**src/rtl/bank_demux_pkg.sv**
```systemverilog
package bank_demux_pkg;

  typedef enum logic {
    XFER_WRITE = 1'b0,
    XFER_READ  = 1'b1
  } xfer_dir_e;

  function automatic logic strobe_valid(input logic data_strobe, input logic prog_strobe);
    return data_strobe | prog_strobe;
  endfunction

endpackage

```
**src/rtl/bdm_reset_sync.sv**
```systemverilog
module bdm_reset_sync #(
  parameter int STAGES = 2
) (
  input  logic clk,
  input  logic rst_n,
  output logic run
);
  logic [STAGES-1:0] chain_q;
  logic [STAGES-1:0] chain_d;

  always_comb begin
    chain_d = {chain_q[STAGES-2:0], 1'b1};
  end

  always_ff @(posedge clk or negedge rst_n) begin
    if (!rst_n) chain_q <= '0;
    else        chain_q <= chain_d;
  end

  assign run = chain_q[STAGES-1];
endmodule

```
**src/rtl/bdm_bank_latch.sv**
```systemverilog
module bdm_bank_latch #(
  parameter int W = 8
) (
  input  logic         clk,
  input  logic         rst_n,
  input  logic         run,
  input  logic         phi2,
  input  logic [W-1:0] pins,
  output logic [W-1:0] bank
);
  logic         cap_en;
  logic         see_through;
  logic [W-1:0] bank_q;
  logic [W-1:0] bank_d;

  assign cap_en      = run & ~phi2;
  assign see_through = run & ~phi2;

  always_comb begin
    bank_d = bank_q;
    if (cap_en) bank_d = pins;
  end

  always_ff @(posedge clk or negedge rst_n) begin
    if (!rst_n) bank_q <= '0;
    else        bank_q <= bank_d;
  end

  assign bank = see_through ? pins : bank_q;

  AST_BANK_HOLD: assert property (@(posedge clk) disable iff (!run)
    (phi2 && $past(phi2) && $past(run)) |-> $stable(bank)) else $error("bank moved in data phase");
endmodule

```
**src/rtl/bdm_xcvr_ctrl.sv**
```systemverilog
module bdm_xcvr_ctrl
  import bank_demux_pkg::*;
#(
  parameter int W = 8
) (
  input  logic         clk,
  input  logic         run,
  input  logic         phi2,
  input  logic         rw_n,
  input  logic         vda,
  input  logic         vpa,
  input  logic [W-1:0] cpu_in,
  input  logic [W-1:0] sys_in,
  output logic [W-1:0] cpu_out,
  output logic         cpu_oe,
  output logic [W-1:0] sys_out,
  output logic         sys_oe,
  output logic         cs
);
  xfer_dir_e dir;
  logic      valid;
  logic      xcvr_en;

  assign dir     = xfer_dir_e'(rw_n);
  assign valid   = strobe_valid(vda, vpa);
  assign xcvr_en = run & phi2 & valid;
  assign cs      = run & valid;

  always_comb begin
    cpu_oe = 1'b0;
    sys_oe = 1'b0;
    if (xcvr_en) begin
      if (dir == XFER_READ) cpu_oe = 1'b1;
      else                  sys_oe = 1'b1;
    end
  end

  genvar gi;
  generate
    for (gi = 0; gi < W; gi++) begin : g_lane
      assign cpu_out[gi] = sys_in[gi];
      assign sys_out[gi] = cpu_in[gi];
    end
  endgenerate

  AST_PH1_ISOLATE: assert property (@(posedge clk) disable iff (!run)
    !phi2 |-> (!cpu_oe && !sys_oe)) else $error("drive in bank phase");
  AST_IDLE_QUIET: assert property (@(posedge clk) disable iff (!run)
    !(vda || vpa) |-> (!cs && !cpu_oe && !sys_oe)) else $error("idle cycle active");
  AST_RD_DRIVE: assert property (@(posedge clk) disable iff (!run)
    (phi2 && (vda || vpa) && rw_n) |-> (cpu_oe && !sys_oe)) else $error("read drive wrong");
  AST_WR_DRIVE: assert property (@(posedge clk) disable iff (!run)
    (phi2 && (vda || vpa) && !rw_n) |-> (sys_oe && !cpu_oe)) else $error("write drive wrong");
  AST_OE_EXCL: assert property (@(posedge clk) disable iff (!run)
    !(cpu_oe && sys_oe)) else $error("both sides driven");
endmodule

```
**src/rtl/bank_addr_demux.sv**
```systemverilog
module bank_addr_demux #(
  parameter int BANK_W      = 8,
  parameter int LOW_W       = 16,
  parameter int SYNC_STAGES = 2
) (
  input  logic                    clk,
  input  logic                    rst_n,
  input  logic                    phi2,
  input  logic                    rw_n,
  input  logic                    vda,
  input  logic                    vpa,
  input  logic [LOW_W-1:0]        addr_lo,
  input  logic [BANK_W-1:0]       cpu_d_in,
  output logic [BANK_W-1:0]       cpu_d_out,
  output logic                    cpu_d_oe,
  input  logic [BANK_W-1:0]       sys_d_in,
  output logic [BANK_W-1:0]       sys_d_out,
  output logic                    sys_d_oe,
  output logic [BANK_W+LOW_W-1:0] sys_addr,
  output logic                    mem_cs
);
  localparam int ADDR_W = BANK_W + LOW_W;

  logic              run;
  logic [BANK_W-1:0] bank;

  bdm_reset_sync #(.STAGES(SYNC_STAGES)) u_sync (
    .clk   (clk),
    .rst_n (rst_n),
    .run   (run)
  );

  bdm_bank_latch #(.W(BANK_W)) u_bank (
    .clk   (clk),
    .rst_n (rst_n),
    .run   (run),
    .phi2  (phi2),
    .pins  (cpu_d_in),
    .bank  (bank)
  );

  bdm_xcvr_ctrl #(.W(BANK_W)) u_xcvr (
    .clk     (clk),
    .run     (run),
    .phi2    (phi2),
    .rw_n    (rw_n),
    .vda     (vda),
    .vpa     (vpa),
    .cpu_in  (cpu_d_in),
    .sys_in  (sys_d_in),
    .cpu_out (cpu_d_out),
    .cpu_oe  (cpu_d_oe),
    .sys_out (sys_d_out),
    .sys_oe  (sys_d_oe),
    .cs      (mem_cs)
  );

  assign sys_addr = {bank, addr_lo};

  AST_CS_VALID: assert property (@(posedge clk) disable iff (!run)
    (vda || vpa) |-> mem_cs) else $error("chip select missing");
  AST_ADDR_HOLD: assert property (@(posedge clk) disable iff (!run)
    (phi2 && $past(phi2) && $past(run)) |-> $stable(sys_addr[ADDR_W-1:LOW_W])) else $error("address bank moved");
endmodule

```
**config.mk**
```make
export PLATFORM = sky130hd
export DESIGN_NAME = bank_addr_demux
export DESIGN_NICKNAME = d
export VERILOG_FILES = /design/src/rtl/bank_demux_pkg.sv /design/src/rtl/bdm_reset_sync.sv /design/src/rtl/bdm_bank_latch.sv /design/src/rtl/bdm_xcvr_ctrl.sv /design/src/rtl/bank_addr_demux.sv
export SDC_FILE = /design/constraint.sdc
export NUM_CORES = 1
export LEC_CHECK = 0
export BUFFER_PORTS_ARGS = -buffer_cell sky130_fd_sc_hd__buf_4
export CAP_MARGIN = 20
export CORE_MARGIN = 2
export CORE_UTILIZATION = 32
export DETAILED_ROUTE_END_ITERATION = 8
export GPL_TIMING_DRIVEN = 0
export PLACE_DENSITY = 0.87
export SLEW_MARGIN = 20
export SYNTH_ARGS = -nofsm -noshare
export SYNTH_HDL_FRONTEND = slang
export SYNTH_SLANG_ARGS = --single-unit
```
**constraint.sdc**
```tcl
create_clock -name clk -period 1.4 [get_ports clk]
set_clock_uncertainty 0.15 [all_clocks]
set_input_delay 0.28 -clock clk [delete_from_list [all_inputs] [get_ports clk]]
set_output_delay 0.28 -clock clk [all_outputs]
set_load 0.01 [all_outputs]
```
==> flow_metrics.py, run 1 <==
metrics = {
    "floorplan": {
        "start_util": 0.3374,
        "chipHeight_um": 49.48,
        "dieArea_sq_um": 2448,
        "rows": 16,
        "die_x_um": 49.48,
        "core_area_sq_um": 1962,
        "pin_count": 81,
    },
    "sta": {
        "period_share": 1.229,
        "setup_viol": 11,
        "fmax_mhz": 581.0,
        "rsz0062_at_grt": "true",
        "hold_viol": 0,
        "layout_setup_ws_ns": -0.3211,
        "drv_slew": 0,
        "post-route-min-period_ns": 1.721,
    },
    "placed_design": {
        "io_buffers": 56,
        "place_worst_setup_slack_ns": -0.1536,
        "dp.cells": 139,
        "hpwl_um": 1222,
        "place_congestion": 0.6306,
    },
    "power_and_ir_drop": {
        "p_leak_uw": 0.0006956,
        "power_density_nw_per_um2": 822.7,
        "ir_drop_v": 0.0006729,
    },
    "final_layout": {
        "finish.utilization": 0.6212,
        "mostFrequentLayoutCells": "82 x buf_4, 10 x buf_6, 10 x dfrtp_1, 8 x mux2_4, 3 x clkbuf_4",
        "final_common_cell": "buf_4",
        "area_growth_pct": 84.12,
        "post_route_cells_drive_above_1_share": 0.8750,
        "num-nets-final": 159,
        "diodes": 0,
        "instances_no_fill": 147,
    },
    "drt": {
        "wl_um": 1522,
        "route.detailed.drc": 0,
        "antenna_left": 0,
        "drtIter0Drc": 4,
        "dr.pass1.iters": 2,
        "vias": 561,
        "wl_per_cell_um": 10.35,
        "vias_per_cell": 3.816,
    },
    "critical_path": {
        "reg2reg_depth": 3,
        "cpMaxStageDelayCell": "dfrtp_1",
        "crit_fanout": 8,
        "crit_type": "flip-flop to primary output",
        "reg2reg_slack_ns": 0.11,
        "crit_path_max_incr_delay_ns": 0.40,
        "reg2reg_to": "u_bank.bank_q[0]",
        "worstPathCellList": "nand2b_4 > mux2_4 > buf_6",
        "endpoint_kind": "primary output",
        "required_ns": 0.97,
        "r2r_start": "u_sync.chain_q[1]",
        "arrival_ns": 1.29,
        "cp-start-kind": "flip-flop",
    },
    "clocking": {
        "cts.sinks": 10,
        "htreeDepth": 1,
        "cts_tree": "built",
        "cts_root_buf": "clkbuf_4",
        "cts_buffer_depth": 2,
        "cts_buffers": 3,
        "clk_pin_slew_ns": 0.06,
        "insertion_delay_ns": 0.26,
    },
    "worst_hold_path": {
        "holdPathStages": 2,
        "hp-class": "input pin to flip-flop",
        "hold-path-endpoint": "u_bank.bank_q[2]",
        "worstHoldStart": "cpu_d_in[2]",
    },
    "yosys": {
        "syn_area_per_cell_sq_um": 11.82,
        "yosys.cell_types.count": 9,
        "syn_area_sq_um": 661.9,
        "syn-instance-count": 56,
        "synth_seq_cells": 10,
        "yosysWarnings": 0,
        "synth_fp_nets": 94,
        "ys_seq_area_frac": 0.3781,
    },
    "global_routing": {
        "grt_max_degree": 11,
        "track_usage": 0.1207,
        "grt_pass1_vias": 534,
        "antenna_found_initial": 0,
        "grt_pass1_wl_um": 2283,
        "grt-ovfl-total": 0,
    },
    "outcome": {
        "run_status": "complete, but fails checks",
        "violations": "negative setup slack",
    },
    "run": {
        "max_cap_viol_count": 0,
    },
}
-- repair_timing --
action	4_1_cts	5_1_grt
endpoints found under the hold margin	10	0
resized for setup	10	0
hold buffers	1	0
pin swaps	1	0
endpoints found under the setup margin	10	11
buffers inserted	3	1
-- through the flow --
| step | hold WS (ns) | cell area (sq um) | setup TNS (ns) | total power (uW) |
|---|---|---|---|---|
| 2_1_floorplan | -0.1656 | 661.9 | 0 | 532.4 |
| 3_3_place_gp | -0.03668 | 1116 | -1.152 | 701.3 |
| 3_5_place_dp | -0.03201 | 1116 | -1.213 | 708.2 |
| 4_1_cts | 0.1192 | 1211 | -3.060 | 1014 |
| 5_1_grt | 0.1195 | 1219 | -3.602 | 1069 |
| 6_report | 0.1344 | 1219 | -2.824 | 1003 |
-- cells by family (layout without fill, tap and decap cells) --
logic type             after synthesis  after routing  synth area share
DFF                                 10             10            0.3781
buffers and inverters               33             97            0.3800
and+or+nand+nor                      3              3           0.04348
AOI/OAI and AO/OA                    1              1           0.01135
other                                1              1          0.005666
muxes                                8              8            0.1815
-- worst max-delay path, delay by kind of cell (launching register included) --
kind          cells  cell delay (ns)
mux               1             0.33
buf+inv           1             0.12
flops             1             0.40
simple gates      1             0.17
-- cell type report --
cell class	count	area [sq um]
buffer	32	240.2
clock buffer	4	36.28
fill	162	743.2
multi-input combinational	13	160.2
sequential	10	250.2
tap	27	33.78
timing repair buffer	61	498.0
-- flip-flops by register name (all words and copies together) (netlist names) --
| name | count |
|---|---|
| u_bank.bank_q | 8 |
| u_sync.chain_q | 2 |
-- power breakdown --
group	internal, uW	switching [uW]	leakage (uW)
Clock	158	95.2	0.0000210
Combinational	275	139	0.000557
Sequential	325	10.2	0.000117
-- layer usage --
| metal | up-vias | global-route usage | part of all wire |
|---|---|---|---|
| li1 | 271 | - | - |
| met3 | 0 | 0.06364 | 0.15 |
| met4 | 0 | 0.01389 | 0 |
| met5 | - | 0 | 0 |
| met1 | 240 | 0.1143 | 0.31 |
| met2 | 50 | 0.2342 | 0.54 |
-- synth_stat cells --
cell / instances / area share
and3_1: 1 / 0.0095
and3b_1: 1 / 0.013
buf_4: 32 / 0.36
buf_6: 1 / 0.017
conb_1: 1 / 0.0057
dfrtp_1: 10 / 0.38
mux2_4: 8 / 0.18
nand2b_4: 1 / 0.021
o21a_1: 1 / 0.011
-- worst max-delay path by stage --
stage / from / endpoint
2_1_floorplan: u_sync.chain_q[1] / sys_addr[16]
3_3_place_gp: phi2 / sys_addr[20]
3_5_place_dp: phi2 / sys_addr[16]
4_1_cts: u_sync.chain_q[1] / sys_addr[22]
5_1_grt: u_sync.chain_q[1] / sys_addr[22]
6_report: u_sync.chain_q[1] / sys_addr[22]
(Power assumes the default switching activity.)
==> inputs of run 2 (changes only) <==
--- a/config.mk
+++ b/config.mk
@@ -11,8 +11,7 @@
 export CORE_UTILIZATION = 32
 export DETAILED_ROUTE_END_ITERATION = 8
 export GPL_TIMING_DRIVEN = 0
-export PLACE_DENSITY = 0.87
-export SLEW_MARGIN = 20
+export PLACE_DENSITY = 0.82
 export SYNTH_ARGS = -nofsm -noshare
 export SYNTH_HDL_FRONTEND = slang
 export SYNTH_SLANG_ARGS = --single-unit
==> flow_metrics.py, run 2 (synthesized netlist as in run 1, its figures left out) <==
metrics = {
    "sta": {
        "fmax_mhz": 580.0,
        "hold_viol": 0,
        "setup_viol": 11,
        "post-route-min-period_ns": 1.724,
        "timing.hold.ws_ns": 0.1324,
        "period_share": 1.232,
        "layout_setup_ws_ns": -0.3242,
        "rsz0062_at_grt": "true",
        "drv_slew": 0,
    },
    "final_layout": {
        "area_growth_pct": 80.91,
        "nFillCells": 180,
        "largest_reg_flops": 8,
        "regMostFlops": "u_bank.bank_q",
        "num-nets-final": 158,
        "final_common_cell": "buf_4",
        "mostFrequentLayoutCells": "81 x buf_4, 10 x buf_6, 10 x dfrtp_1, 8 x mux2_4, 3 x clkbuf_4",
        "top_regs": "u_bank.bank_q: 8 flops, u_sync.chain_q: 2 flops",
        "final_cell_area_sq_um": 1197,
        "diodes": 0,
        "post_route_cells_drive_above_1_share": 0.8729,
    },
    "critical_path": {
        "critPathTopFamily": "flip-flops",
        "reg2reg_slack_ns": 0.10,
        "crit_path_max_incr_delay_ns": 0.41,
        "r2r_start": "u_sync.chain_q[1]",
        "endpoint_kind": "primary output",
        "path_buf_inv": 1,
        "crit_type": "flip-flop to primary output",
        "cpMaxStageDelayCell": "dfrtp_1",
        "reg2reg_to": "u_bank.bank_q[6]",
        "cp-start-kind": "flip-flop",
        "reg2reg_depth": 3,
        "required_ns": 0.97,
        "worstPathCellList": "nand2b_4 > mux2_4 > buf_6",
        "crit_fanout": 8,
        "arrival_ns": 1.29,
    },
    "power_and_ir_drop": {
        "ir_drop_v": 0.0004916,
        "p_leak_uw": 0.0006836,
        "finalPower_uw": 929.9,
        "power_density_nw_per_um2": 776.6,
    },
    "floorplan": {
        "die_x_um": 49.48,
        "pin_count": 81,
        "core_area_sq_um": 1962,
        "dieArea_sq_um": 2448,
        "rows": 16,
        "start_util": 0.3374,
        "chipHeight_um": 49.48,
    },
    "global_routing": {
        "grt_pass1_wl_um": 2173,
        "grt_max_degree": 11,
        "antenna_found_initial": 0,
        "grt_pass1_vias": 521,
        "track_usage": 0.1181,
        "grt-ovfl-total": 0,
    },
    "placed_design": {
        "io_buffers": 56,
        "place_congestion": 0.6423,
        "dpl_cell_area_sq_um": 1116,
        "hpwl_um": 1255,
    },
    "drt": {
        "drtIter0Drc": 1,
        "vias": 574,
        "wl_per_cell_um": 10.77,
        "vias_per_cell": 3.959,
        "wl_um": 1562,
        "dr.pass1.iters": 2,
        "route.detailed.drc": 0,
        "antenna_left": 0,
    },
    "worst_hold_path": {
        "holdPathStages": 2,
        "hold-path-endpoint": "u_bank.bank_q[7]",
        "hp-class": "input pin to flip-flop",
        "worstHoldStart": "cpu_d_in[7]",
    },
    "clocking": {
        "cts_root_buf": "clkbuf_4",
        "cts_tree": "built",
        "htreeDepth": 1,
        "insertion_delay_ns": 0.25,
        "cts_buffer_depth": 2,
        "cts_buffers": 3,
        "cts.sinks": 10,
        "clk_pin_slew_ns": 0.06,
    },
    "run": {
        "max_cap_viol_count": 0,
    },
    "outcome": {
        "run_status": "complete, but fails checks",
        "violations": "negative setup slack",
    },
}
-- run 2: per-stage QoR --
step           TNS, ns  instances  utilization  worst slack (ns)
4_1_cts         -3.123        143       0.6027           -0.3515
6_report        -3.214        145       0.6103           -0.3242
3_5_place_dp    -1.222        139       0.5689           -0.1571
2_1_floorplan        0         56            -           0.05611
5_1_grt         -3.795        145       0.6103           -0.3760
3_3_place_gp    -1.178        139       0.5689           -0.1502
-- run 2: where the power goes --
part           switching (uW)  total [uW]  internal, uW
Combinational             136         403           267
Sequential               12.3         338           326
Clock                    90.1         189          98.9
Total                     239         930           691
-- run 2: worst max path at each step --
stage,endpoint,slack (ns),startpoint,cells past startpoint
detailed placement,sys_addr[20],-0.16,phi2,5
global placement,sys_addr[20],-0.15,phi2,5
CTS,sys_addr[20],-0.35,u_sync.chain_q[1],3
global route,sys_addr[20],-0.38,u_sync.chain_q[1],3
finish,sys_addr[20],-0.32,u_sync.chain_q[1],3
floorplan,sys_addr[16],0.06,u_sync.chain_q[1],3
-- run 2: worst register-to-register path: stages (launching register included) --
cell and delay, ns:
dfrtp_1 0.41, nand2b_4 0.18, mux2_4 0.33, buf_4 0.13
-- run 2: area by class of cell --
cell class	instances	area, sq um	share of cell area
buffer	32	240.2	0.2006
clock buffer	3	22.52	0.01881
tap	27	33.78	0.02821
sequential	10	250.2	0.2090
timing repair buffer	60	490.5	0.4096
multi-input combinational	13	160.2	0.1338
-- run 2: what timing repair did --
action,in CTS,in global routing
hold buffers,1,0
setup endpoints to repair,10,11
pin swaps,1,0
resized for setup,10,0
buffers inserted,1,2
endpoints found under the hold margin,10,0
-- run 2: metal layers --
| layer | part of all wire | track usage | vias to the layer above |
|---|---|---|---|
| met5 | 0 | 0 | - |
| met4 | 0 | 0.04167 | 0 |
| met3 | 0.13 | 0.03939 | 0 |
| met2 | 0.56 | 0.2410 | 44 |
| met1 | 0.30 | 0.1046 | 262 |
| li1 | - | - | 268 |
==> inputs of run 3 (changes only) <==
--- a/config.mk
+++ b/config.mk
@@ -11,7 +11,8 @@
 export CORE_UTILIZATION = 32
 export DETAILED_ROUTE_END_ITERATION = 8
 export GPL_TIMING_DRIVEN = 0
-export PLACE_DENSITY = 0.82
+export PLACE_DENSITY = 0.85
+export SLEW_MARGIN = 20
 export SYNTH_ARGS = -nofsm -noshare
 export SYNTH_HDL_FRONTEND = slang
 export SYNTH_SLANG_ARGS = --single-unit
==> flow_metrics.py, run 3 (synthesized netlist as in run 1, its figures left out) <==
metrics = {
    "final_layout": {
        "instances_no_fill": 144,
        "area_growth_pct": 79.77,
        "num-nets-final": 157,
        "diodes": 0,
        "register_area_sq_um": 250.2,
        "regMostFlops": "u_bank.bank_q",
        "finish.utilization": 0.6065,
        "mostFrequentLayoutCells": "80 x buf_4, 10 x buf_6, 10 x dfrtp_1, 8 x mux2_4, 3 x clkbuf_4",
        "top_regs": "u_bank.bank_q: 8 flops, u_sync.chain_q: 2 flops",
        "final_common_cell": "buf_4",
        "multiInputGateArea_sq_um": 160.2,
        "post_route_cells_drive_above_1_share": 0.8718,
        "largest_reg_flops": 8,
        "nFillCells": 165,
    },
    "floorplan": {
        "rows": 16,
        "die_x_um": 49.48,
        "chipHeight_um": 49.48,
        "core_area_sq_um": 1962,
        "dieArea_sq_um": 2448,
        "pin_count": 81,
        "start_util": 0.3374,
    },
    "drt": {
        "drtIter0Drc": 3,
        "wl_per_cell_um": 10.69,
        "vias": 561,
        "dr.pass1.iters": 2,
        "route.detailed.drc": 0,
        "wl_met3_um": 192,
        "wl_um": 1539,
        "antenna_left": 0,
        "vias_per_cell": 3.896,
        "drt-met1-wl_um": 515,
        "wl_met2_um": 813,
        "routed.top_layer": "met4",
    },
    "placed_design": {
        "hpwl_um": 1233,
        "place_congestion": 0.6835,
        "place_worst_setup_slack_ns": -0.1568,
        "io_buffers": 56,
        "dp.cells": 139,
    },
    "sta": {
        "period_share": 1.229,
        "timing.hold.ws_ns": 0.1348,
        "drv_slew": 0,
        "rsz0062_at_grt": "true",
        "fmax_mhz": 581.3,
        "hold_viol": 0,
        "post-route-min-period_ns": 1.720,
        "setup_viol": 11,
        "layout_setup_ws_ns": -0.3203,
    },
    "power_and_ir_drop": {
        "power_switching_uw": 237.1,
        "p_int_uw": 686.5,
        "clkPwrFrac": 0.204,
        "power_density_nw_per_um2": 776.2,
        "p_leak_uw": 0.0006788,
        "swShare": 0.2567,
        "ir_drop_v": 0.0005520,
        "combPwrFrac": 0.432,
        "seqPwrFrac": 0.364,
        "finalPower_uw": 923.6,
    },
    "outcome": {
        "violations": "negative setup slack",
        "run_status": "complete, but fails checks",
    },
    "critical_path": {
        "cp-start-kind": "flip-flop",
        "crit_fanout": 8,
        "required_ns": 0.97,
        "endpoint_kind": "primary output",
        "r2r_start": "u_sync.chain_q[1]",
        "arrival_ns": 1.29,
        "crit_start": "u_sync.chain_q[1]",
        "crit_type": "flip-flop to primary output",
    },
    "clocking": {
        "cts_buffer_depth": 2,
        "cts_buffers": 3,
        "cts_tree": "built",
        "insertion_delay_ns": 0.25,
        "cts.sinks": 10,
        "cts_root_buf": "clkbuf_4",
        "clk_pin_slew_ns": 0.06,
        "htreeDepth": 1,
    },
    "global_routing": {
        "track_usage": 0.1204,
        "antenna_found_initial": 0,
        "grt_pass1_vias": 550,
        "grt_max_degree": 11,
        "grt-ovfl-total": 0,
        "grt_pass1_wl_um": 2277,
    },
    "worst_hold_path": {
        "worstHoldStart": "cpu_d_in[2]",
        "hp-class": "input pin to flip-flop",
    },
    "run": {
        "max_cap_viol_count": 0,
    },
}
[run 3: changes by cell type in the layout (fill, tap and decap cells not counted)]
| cell | previous run | this run |
|---|---|---|
| buf_4 | 81 | 80 |
[run 3: per-layer routing]
metal,track usage,up-vias
li1,-,266
met2,0.2162,46
met5,0,-
met1,0.1151,247
met3,0.04545,2
met4,0.07407,0
[run 3: timing repair]
action | CTS | global route
buffers inserted | 1 | 1
hold buffers | 1 | 0
gates cloned | 0 | 0
endpoints found under the setup margin | 10 | 11
gates resized for setup | 10 | 0
endpoints found under the hold margin | 10 | 0
pin swaps | 1 | 0
[run 3: power groups by stage]
stage / Sequential, uW / Clock, uW / Combinational, uW
floorplan: 339 / 0 / 193
detailed placement: 342 / 0 / 367
global placement: 341 / 0 / 361
global route: 340 / 221 / 423
finish: 337 / 188 / 399
CTS: 337 / 204 / 400
[run 3: critical path, cell delays in order, from the launching register on]
cell and delay, ns:
dfrtp_1 0.40, nand2b_4 0.17, mux2_4 0.33, buf_6 0.12
[run 3: final timing paths]
kind | to | slack (ns) | cells past startpoint
max | sys_addr[16] | -0.32 | 3
min | u_bank.bank_q[2] | 0.13 | 2
max reg2reg | u_bank.bank_q[0] | 0.22 | 2
min reg2reg | u_sync.chain_q[1] | 0.21 | 0
max in group asynchronous | u_bank.bank_q[2] | 0.72 | 2
min in group asynchronous | u_bank.bank_q[3] | 0.24 | 2
[run 3: metrics by stage]
step / setup TNS [ns] / area, sq um
final: -3.230 / 1190
after global routing: -3.825 / 1190
after CTS: -3.141 / 1182
after detailed placement: -1.226 / 1116
after global placement: -1.179 / 1116
after floorplan: 0 / 661.9
[run 3: final cells by class]
| type | instances | area share |
|---|---|---|
| tap | 27 | 0.02839 |
| multi-input combinational | 13 | 0.1346 |
| timing repair buffer | 59 | 0.4059 |
| sequential | 10 | 0.2103 |
| buffer | 32 | 0.2019 |
| clock buffer | 3 | 0.01893 |
